`src/rtl/nand_ecc_pkg.sv`:
```
package nand_ecc_pkg;
  localparam int LINE_BITS = 9;
  localparam int BLK_BYTES = 1 << LINE_BITS;
  localparam int COL_BITS  = 3;
  localparam int CODE_W    = 2 * (LINE_BITS + COL_BITS);

  typedef enum logic [1:0] {
    ST_OK    = 2'd0,
    ST_FIXED = 2'd1,
    ST_CODE  = 2'd2,
    ST_FATAL = 2'd3
  } blk_status_e;
endpackage

```
`src/rtl/ecc_accum.sv`:
```
module ecc_accum
  import nand_ecc_pkg::*;
(
  input  logic                 clk_i,
  input  logic                 rst_ni,
  input  logic                 clear_i,
  input  logic                 en_i,
  input  logic [7:0]           byte_i,
  input  logic [LINE_BITS-1:0] idx_i,
  output logic [CODE_W-1:0]    code_next_o
);
  localparam int LINE_OFS = 2 * COL_BITS;

  function automatic logic [7:0] hi_mask(int k);
    logic [7:0] m;
    for (int b = 0; b < 8; b++) m[b] = ((b >> k) & 1) == 1;
    return m;
  endfunction

  logic [CODE_W-1:0] acc_q, contrib;
  logic              row_par;

  assign row_par = ^byte_i;

  for (genvar k = 0; k < COL_BITS; k++) begin : g_col
    assign contrib[2*k]   = ^(byte_i & ~hi_mask(k));
    assign contrib[2*k+1] = ^(byte_i &  hi_mask(k));
  end

  for (genvar j = 0; j < LINE_BITS; j++) begin : g_line
    assign contrib[LINE_OFS+2*j]   = row_par & ~idx_i[j];
    assign contrib[LINE_OFS+2*j+1] = row_par &  idx_i[j];
  end

  assign code_next_o = acc_q ^ contrib;

  always_ff @(posedge clk_i or negedge rst_ni) begin
    if (!rst_ni)      acc_q <= '0;
    else if (clear_i) acc_q <= '0;
    else if (en_i)    acc_q <= code_next_o;
  end


  clear_empties_chk: assert property (@(posedge clk_i) disable iff (!rst_ni)
    clear_i |=> acc_q == '0);
endmodule

```
`src/rtl/ecc_store.sv`:
```
module ecc_store
  import nand_ecc_pkg::*;
#(
  parameter int NBLK  = 4,
  parameter int IDX_W = 2
) (
  input  logic                   clk_i,
  input  logic                   rst_ni,
  input  logic                   wr_en_i,
  input  logic [IDX_W-1:0]       wr_idx_i,
  input  logic [CODE_W-1:0]      wr_code_i,
  output logic [NBLK*CODE_W-1:0] codes_o
);
  logic [CODE_W-1:0] slot_q [NBLK];

  for (genvar g = 0; g < NBLK; g++) begin : g_slot
    always_ff @(posedge clk_i or negedge rst_ni) begin
      if (!rst_ni)                                      slot_q[g] <= '0;
      else if (wr_en_i && wr_idx_i == IDX_W'(g))        slot_q[g] <= wr_code_i;
    end
    assign codes_o[g*CODE_W +: CODE_W] = slot_q[g];
  end


  slot_written_chk: assert property (@(posedge clk_i) disable iff (!rst_ni)
    (wr_en_i && int'(wr_idx_i) < NBLK) |=> slot_q[$past(wr_idx_i)] == $past(wr_code_i));
endmodule

```
`src/rtl/ecc_check.sv`:
```
module ecc_check
  import nand_ecc_pkg::*;
#(
  parameter int NBLK  = 4,
  parameter int IDX_W = 2
) (
  input  logic                   clk_i,
  input  logic                   rst_ni,
  input  logic                   chk_valid_i,
  input  logic [IDX_W-1:0]       chk_blk_i,
  input  logic [CODE_W-1:0]      chk_code_i,
  input  logic [NBLK*CODE_W-1:0] codes_i,
  output logic [NBLK*2-1:0]      status_o,
  output logic [LINE_BITS-1:0]   err_byte_o,
  output logic [COL_BITS-1:0]    err_bit_o
);
  localparam int PAIRS = CODE_W / 2;

  logic [CODE_W-1:0]    ref_a [NBLK];
  logic [CODE_W-1:0]    syn;
  logic [PAIRS-1:0]     pair_x;
  logic [PAIRS-1:0]     hi_bits;
  logic                 blk_ok;
  blk_status_e          cls;
  blk_status_e          status_q [NBLK];
  logic [LINE_BITS-1:0] err_byte_q;
  logic [COL_BITS-1:0]  err_bit_q;

  for (genvar g = 0; g < NBLK; g++) begin : g_unpack
    assign ref_a[g]                = codes_i[g*CODE_W +: CODE_W];
    assign status_o[2*g +: 2]      = status_q[g];
  end

  for (genvar p = 0; p < PAIRS; p++) begin : g_pair
    assign pair_x[p]  = syn[2*p] ^ syn[2*p+1];
    assign hi_bits[p] = syn[2*p+1];
  end

  assign blk_ok = int'(chk_blk_i) < NBLK;
  assign syn    = blk_ok ? (ref_a[chk_blk_i] ^ chk_code_i) : '0;

  always_comb begin
    if (syn == '0)                 cls = ST_OK;
    else if (&pair_x)              cls = ST_FIXED;
    else if ($countones(syn) == 1) cls = ST_CODE;
    else                           cls = ST_FATAL;
  end

  always_ff @(posedge clk_i or negedge rst_ni) begin
    if (!rst_ni) begin
      for (int i = 0; i < NBLK; i++) status_q[i] <= ST_OK;
      err_byte_q <= '0;
      err_bit_q  <= '0;
    end else if (chk_valid_i && blk_ok) begin
      status_q[chk_blk_i] <= cls;
      err_bit_q  <= hi_bits[COL_BITS-1:0];
      err_byte_q <= hi_bits[PAIRS-1:COL_BITS];
    end
  end

  assign err_byte_o = err_byte_q;
  assign err_bit_o  = err_bit_q;


  clean_block_chk: assert property (@(posedge clk_i) disable iff (!rst_ni)
    (chk_valid_i && blk_ok && chk_code_i == ref_a[chk_blk_i])
      |=> status_q[$past(chk_blk_i)] == ST_OK);

  code_bit_chk: assert property (@(posedge clk_i) disable iff (!rst_ni)
    (chk_valid_i && blk_ok && $countones(ref_a[chk_blk_i] ^ chk_code_i) == 1)
      |=> status_q[$past(chk_blk_i)] == ST_CODE);

  fatal_even_chk: assert property (@(posedge clk_i) disable iff (!rst_ni)
    (chk_valid_i && blk_ok && $countones(ref_a[chk_blk_i] ^ chk_code_i) == 2)
      |=> status_q[$past(chk_blk_i)] == ST_FATAL);
endmodule

```
`src/rtl/nand_ecc_engine.sv`:
```
module nand_ecc_engine
  import nand_ecc_pkg::*;
#(
  parameter int ADDR_W = 32,
  parameter int NBLK   = 4,
  localparam int IDX_W = (NBLK > 1) ? $clog2(NBLK) : 1
) (
  input  logic                   clk_i,
  input  logic                   rst_ni,
  input  logic                   start_i,
  input  logic [ADDR_W-1:0]      addr_i,
  input  logic                   byte_valid_i,
  input  logic [7:0]             byte_i,
  input  logic                   last_i,
  input  logic                   chk_valid_i,
  input  logic [IDX_W-1:0]       chk_blk_i,
  input  logic [CODE_W-1:0]      chk_code_i,
  output logic                   busy_o,
  output logic [NBLK*CODE_W-1:0] code_o,
  output logic [NBLK*2-1:0]      status_o,
  output logic [LINE_BITS-1:0]   err_byte_o,
  output logic [COL_BITS-1:0]    err_bit_o
);
  logic                 busy_q;
  logic [IDX_W-1:0]     slot_q;
  logic [LINE_BITS-1:0] cnt_q;
  logic                 aligned, fire, close, final_slot;
  logic [CODE_W-1:0]    code_next;
  logic                 unused_addr;

  assign unused_addr = ^addr_i[ADDR_W-1:LINE_BITS];
  assign aligned     = addr_i[LINE_BITS-1:0] == '0;
  assign fire        = busy_q && byte_valid_i && !start_i;
  assign final_slot  = slot_q == IDX_W'(NBLK - 1);
  assign close       = fire && (last_i || cnt_q == LINE_BITS'(BLK_BYTES - 1));

  always_ff @(posedge clk_i or negedge rst_ni) begin
    if (!rst_ni) begin
      busy_q <= 1'b0;
      slot_q <= '0;
      cnt_q  <= '0;
    end else if (start_i) begin
      busy_q <= aligned;
      slot_q <= '0;
      cnt_q  <= '0;
    end else if (fire) begin
      cnt_q <= close ? '0 : cnt_q + 1'b1;
      if (close) begin
        slot_q <= slot_q + 1'b1;
        if (last_i || final_slot) busy_q <= 1'b0;
      end
    end
  end

  assign busy_o = busy_q;

  ecc_accum u_accum (
    .clk_i       (clk_i),
    .rst_ni      (rst_ni),
    .clear_i     (start_i || close),
    .en_i        (fire),
    .byte_i      (byte_i),
    .idx_i       (cnt_q),
    .code_next_o (code_next)
  );

  ecc_store #(.NBLK(NBLK), .IDX_W(IDX_W)) u_store (
    .clk_i     (clk_i),
    .rst_ni    (rst_ni),
    .wr_en_i   (close),
    .wr_idx_i  (slot_q),
    .wr_code_i (code_next),
    .codes_o   (code_o)
  );

  ecc_check #(.NBLK(NBLK), .IDX_W(IDX_W)) u_check (
    .clk_i       (clk_i),
    .rst_ni      (rst_ni),
    .chk_valid_i (chk_valid_i),
    .chk_blk_i   (chk_blk_i),
    .chk_code_i  (chk_code_i),
    .codes_i     (code_o),
    .status_o    (status_o),
    .err_byte_o  (err_byte_o),
    .err_bit_o   (err_bit_o)
  );


  arm_aligned_chk: assert property (@(posedge clk_i) disable iff (!rst_ni)
    (start_i && aligned) |=> busy_o);

  skip_unaligned_chk: assert property (@(posedge clk_i) disable iff (!rst_ni)
    (start_i && !aligned) |=> !busy_o);

  last_ends_chk: assert property (@(posedge clk_i) disable iff (!rst_ni)
    (busy_o && byte_valid_i && last_i && !start_i) |=> !busy_o);

  idle_stable_chk: assert property (@(posedge clk_i) disable iff (!rst_ni)
    (!busy_o && !start_i) |=> $stable(code_o));
endmodule

```
`config.mk`:
```
export PLATFORM = sky130hd
export DESIGN_NAME = nand_ecc_engine
export DESIGN_NICKNAME = d
export VERILOG_FILES = /design/src/rtl/nand_ecc_pkg.sv /design/src/rtl/ecc_accum.sv /design/src/rtl/ecc_store.sv /design/src/rtl/ecc_check.sv /design/src/rtl/nand_ecc_engine.sv
export SDC_FILE = /design/constraint.sdc
export NUM_CORES = 1
export LEC_CHECK = 0
export BUFFER_PORTS_ARGS = -buffer_cell sky130_fd_sc_hd__buf_2
export CAP_MARGIN = 20
export CORE_ASPECT_RATIO = 1.2
export CORE_UTILIZATION = 55
export CTS_CLUSTER_SIZE = 24
export DETAILED_ROUTE_END_ITERATION = 10
export GPL_ROUTABILITY_DRIVEN = 0
export PLACE_DENSITY = 0.89
export SETUP_SLACK_MARGIN = 0.3
export SLEW_MARGIN = 40
export SYNTH_ARGS = -nofsm -noshare
export SYNTH_HDL_FRONTEND = slang
export SYNTH_SLANG_ARGS = --single-unit
```
`constraint.sdc`:
```
create_clock -name clk_i -period 11.25 [get_ports clk_i]
set_input_delay 1.6875 -clock clk_i [delete_from_list [all_inputs] [get_ports clk_i]]
set_output_delay 1.6875 -clock clk_i [all_outputs]
set_load 0.01 [all_outputs]
```
==> flow_summary.toml <==
[floorplanning]
dieArea_um2 = 17340
start_util_pct = 56.63
std_cell_rows = 51
die-height_um = 144.1
die_w_um = 120.4
io_pins = 189
core-area_um2 = 16340

[sta]
finClkSkew_ns = 0.01325
setup_viol = 0
fmax_mhz = 133.4
relSlewSlack_pct = 46.53
tns_ns = 0
fin_ws_ns = 3.753
finalHoldViolations = 0
period_share_pct = 66.64
period_minus_slack_ns = 7.497
rsz0062_at_grt = "false"
tightestPinTransition_ns = 0.8021
slew_viol_final = 0

[drt]
drc = 0
vias = 8157
drt_first_iter_violations = 1044
drt_pre_antenna_iters = 6
wl_per_cell_um = 20.15
ant_nets = 0
via_per_inst = 6.227
drt-total-wl_um = 26400

[yosys]
synth_cell_types = 48
synthCells = 947
ys_seq_area_share_pct = 41.12
yosys_warnings = 0
synth_edf_count = 0
synth_seq_cells = 152
synth_async_sr_flop_share_pct = 100.0
syn_area_per_cell_um2 = 9.768
ys.flop_type = "dfrtp_1"
syn_nets = 1078
netlist_area_um2 = 9250

[critical_path]
worst_setup_path_end_kind = "register"
cp.arrival_ns = 7.79
path_cells = "buf_4 -> mux4_2 -> xnor2_1 -> inv_1 -> ha_1 -> fa_1 -> inv_1 -> fa_1 -> fa_1 -> fa_1 -> fa_1 -> inv_1 -> ha_1 -> inv_1 -> fa_1 -> a211o_1 -> a211o_1 -> nand2b_1 -> mux2i_1"
critical-path-max-stage-delay_ns = 0.63
worstPathRequired_ns = 11.55
cp-start-kind = "primary input"
crit_fanout = 28
slowest_stage = "mux4_2"
critPathKind = "in -> reg"
crit_top_cell = "fa_1"
r2r_setup_slack_ns = 5.23

[clocking]
clock_path_buffers = 2
ctsHoldBuffers = 0
ctsRootBufferMaster = "clkbuf_16"
ctsResizeCount = 0
cts_inserted_buffers = 17
clock_latency_ns = 0.43
htreeDepth = 4
cts_sinks = 152
cts_tree = "yes"
clk_pin_slew_ns = 0.07
cts_setup_buffers = 0

[finish]
final_common_cell = "buf_2"
finalNetCount = 1216
antenna_cells = 0
nFillCells = 1154
area_growth_pct = 16.58
drive_gt1_share_pct = 23.50
layout_common_cells = "163 x buf_2, 152 x dfrtp_1, 141 x nand2_1"

[grt]
grt_max_degree = 81
overflow = 0
grt_pass1_vias = 7918
grt_pass1_wl_um = 41310
antenna_found_initial = 0
track_usage_pct = 30.95

[place]
numPortBuffers = 165
post-dp-hpwl_um = 17590
pre_cts_ws_ns = 3.402

[status]
outcome = "finished, final reports clean"

[pwr]
p_per_area_nw_per_um2 = 145.6
vdd_drop_max_mv = 0.1135
leakage_nw = 5.329

[worst_hold_path]
hold_path.class = "reg -> reg"

[run]
drv_cap = 0
worst max-delay path, delay by kind of cell:
family | cells | cell delay [ns]
simple gates | 1 | 0.14
buf+inv | 5 | 0.77
xor+xnor | 1 | 0.52
compound gates | 2 | 0.58
mux | 2 | 0.73
fa+ha+maj | 8 | 3.33
synth_stat cells, drive strengths merged (9+ instances only):
cell type,instances,area share (%)
a211o,9,0.85
a21oi,24,1.3
a31oi,36,2.4
and2,29,2.0
buf,18,1.3
clkbuf,39,1.6
dfrtp,152,41
fa,19,4.1
ha,40,5.4
inv,65,2.6
mux2,9,1.1
mux2i,30,3.2
mux4,24,5.8
nand2,141,5.7
nand2b,18,1.2
nand3,17,0.92
nand4,9,0.61
nor2,86,3.5
nor3,10,0.54
o211ai,45,3.7
o21ai,26,1.4
or3,11,1.2
or4,9,0.73
xnor2,33,3.3
xor2,17,1.7
final timing paths:
path | startpoint | end | cells past startpoint
worst max-delay path | chk_blk_i[0] | u_check.status_o[0] | 19
worst min-delay path | u_check.status_o[2] | u_check.status_o[2] | 2
min in group asynchronous | rst_ni | busy_o | 1
worst min register to register | u_check.status_o[2] | u_check.status_o[2] | 2
max in group asynchronous | rst_ni | u_store.codes_o[78] | 2
worst max register to register | u_store.codes_o[13] | u_check.status_o[0] | 18
power by group:
part	internal [mW]	switching, mW
clock	0.335	0.240
sequential	0.559	0.00662
combinational	0.177	0.253
total	1.07	0.500
registers in the layout (all words and copies together), names as in the netlist:
register,flops
u_check.status_o,8
u_store.codes_o,96
u_accum.acc_q,24
u_check.err_bit_o,3
cnt_q,9
busy_o,1
slot_q,2
u_check.err_byte_o,9
cell families after synthesis:
family / Yosys count / synth area share [%]
simple gates: 344 / 17.46
buf+inv: 122 / 5.532
mux: 63 / 10.19
xor+xnor: 50 / 4.978
flops: 152 / 41.12
compound gates: 157 / 11.20
fa+ha+maj: 59 / 9.522
layer usage:
layer	part of all wire, %	vias up	global-route usage [%]
li1	-	3530	-
met1	36	3971	36.64
met2	51	533	52.78
met3	8.1	123	5.402
met4	5.7	0	18.78
met5	0	-	0
metrics by stage:
step | hold WS [ns] | instances | instance area [um^2] | util [%] | power (mW)
after floorplan | 0.4774 | 947 | 9250 | - | 0.8908
after global placement | 0.4606 | 1278 | 10180 | 62.30 | 0.9675
after detailed placement | 0.4647 | 1278 | 10190 | 62.39 | 0.9969
after CTS | 0.4797 | 1310 | 10780 | 65.99 | 1.566
after global routing | 0.4988 | 1310 | 10780 | 66.02 | 1.633
final | 0.4742 | 1310 | 10780 | 66.02 | 1.570
cell type report:
class	instances	area, um^2	area share, %
repair buffers	176	924.6	8.574
inverters	65	244.0	2.262
well taps	212	265.3	2.460
multi-input cells	673	4959	45.98
clock inverters	13	145.1	1.346
clock buffers	19	442.9	4.107
flip-flops and latches	152	3804	35.27
(Power assumes the default switching activity.)
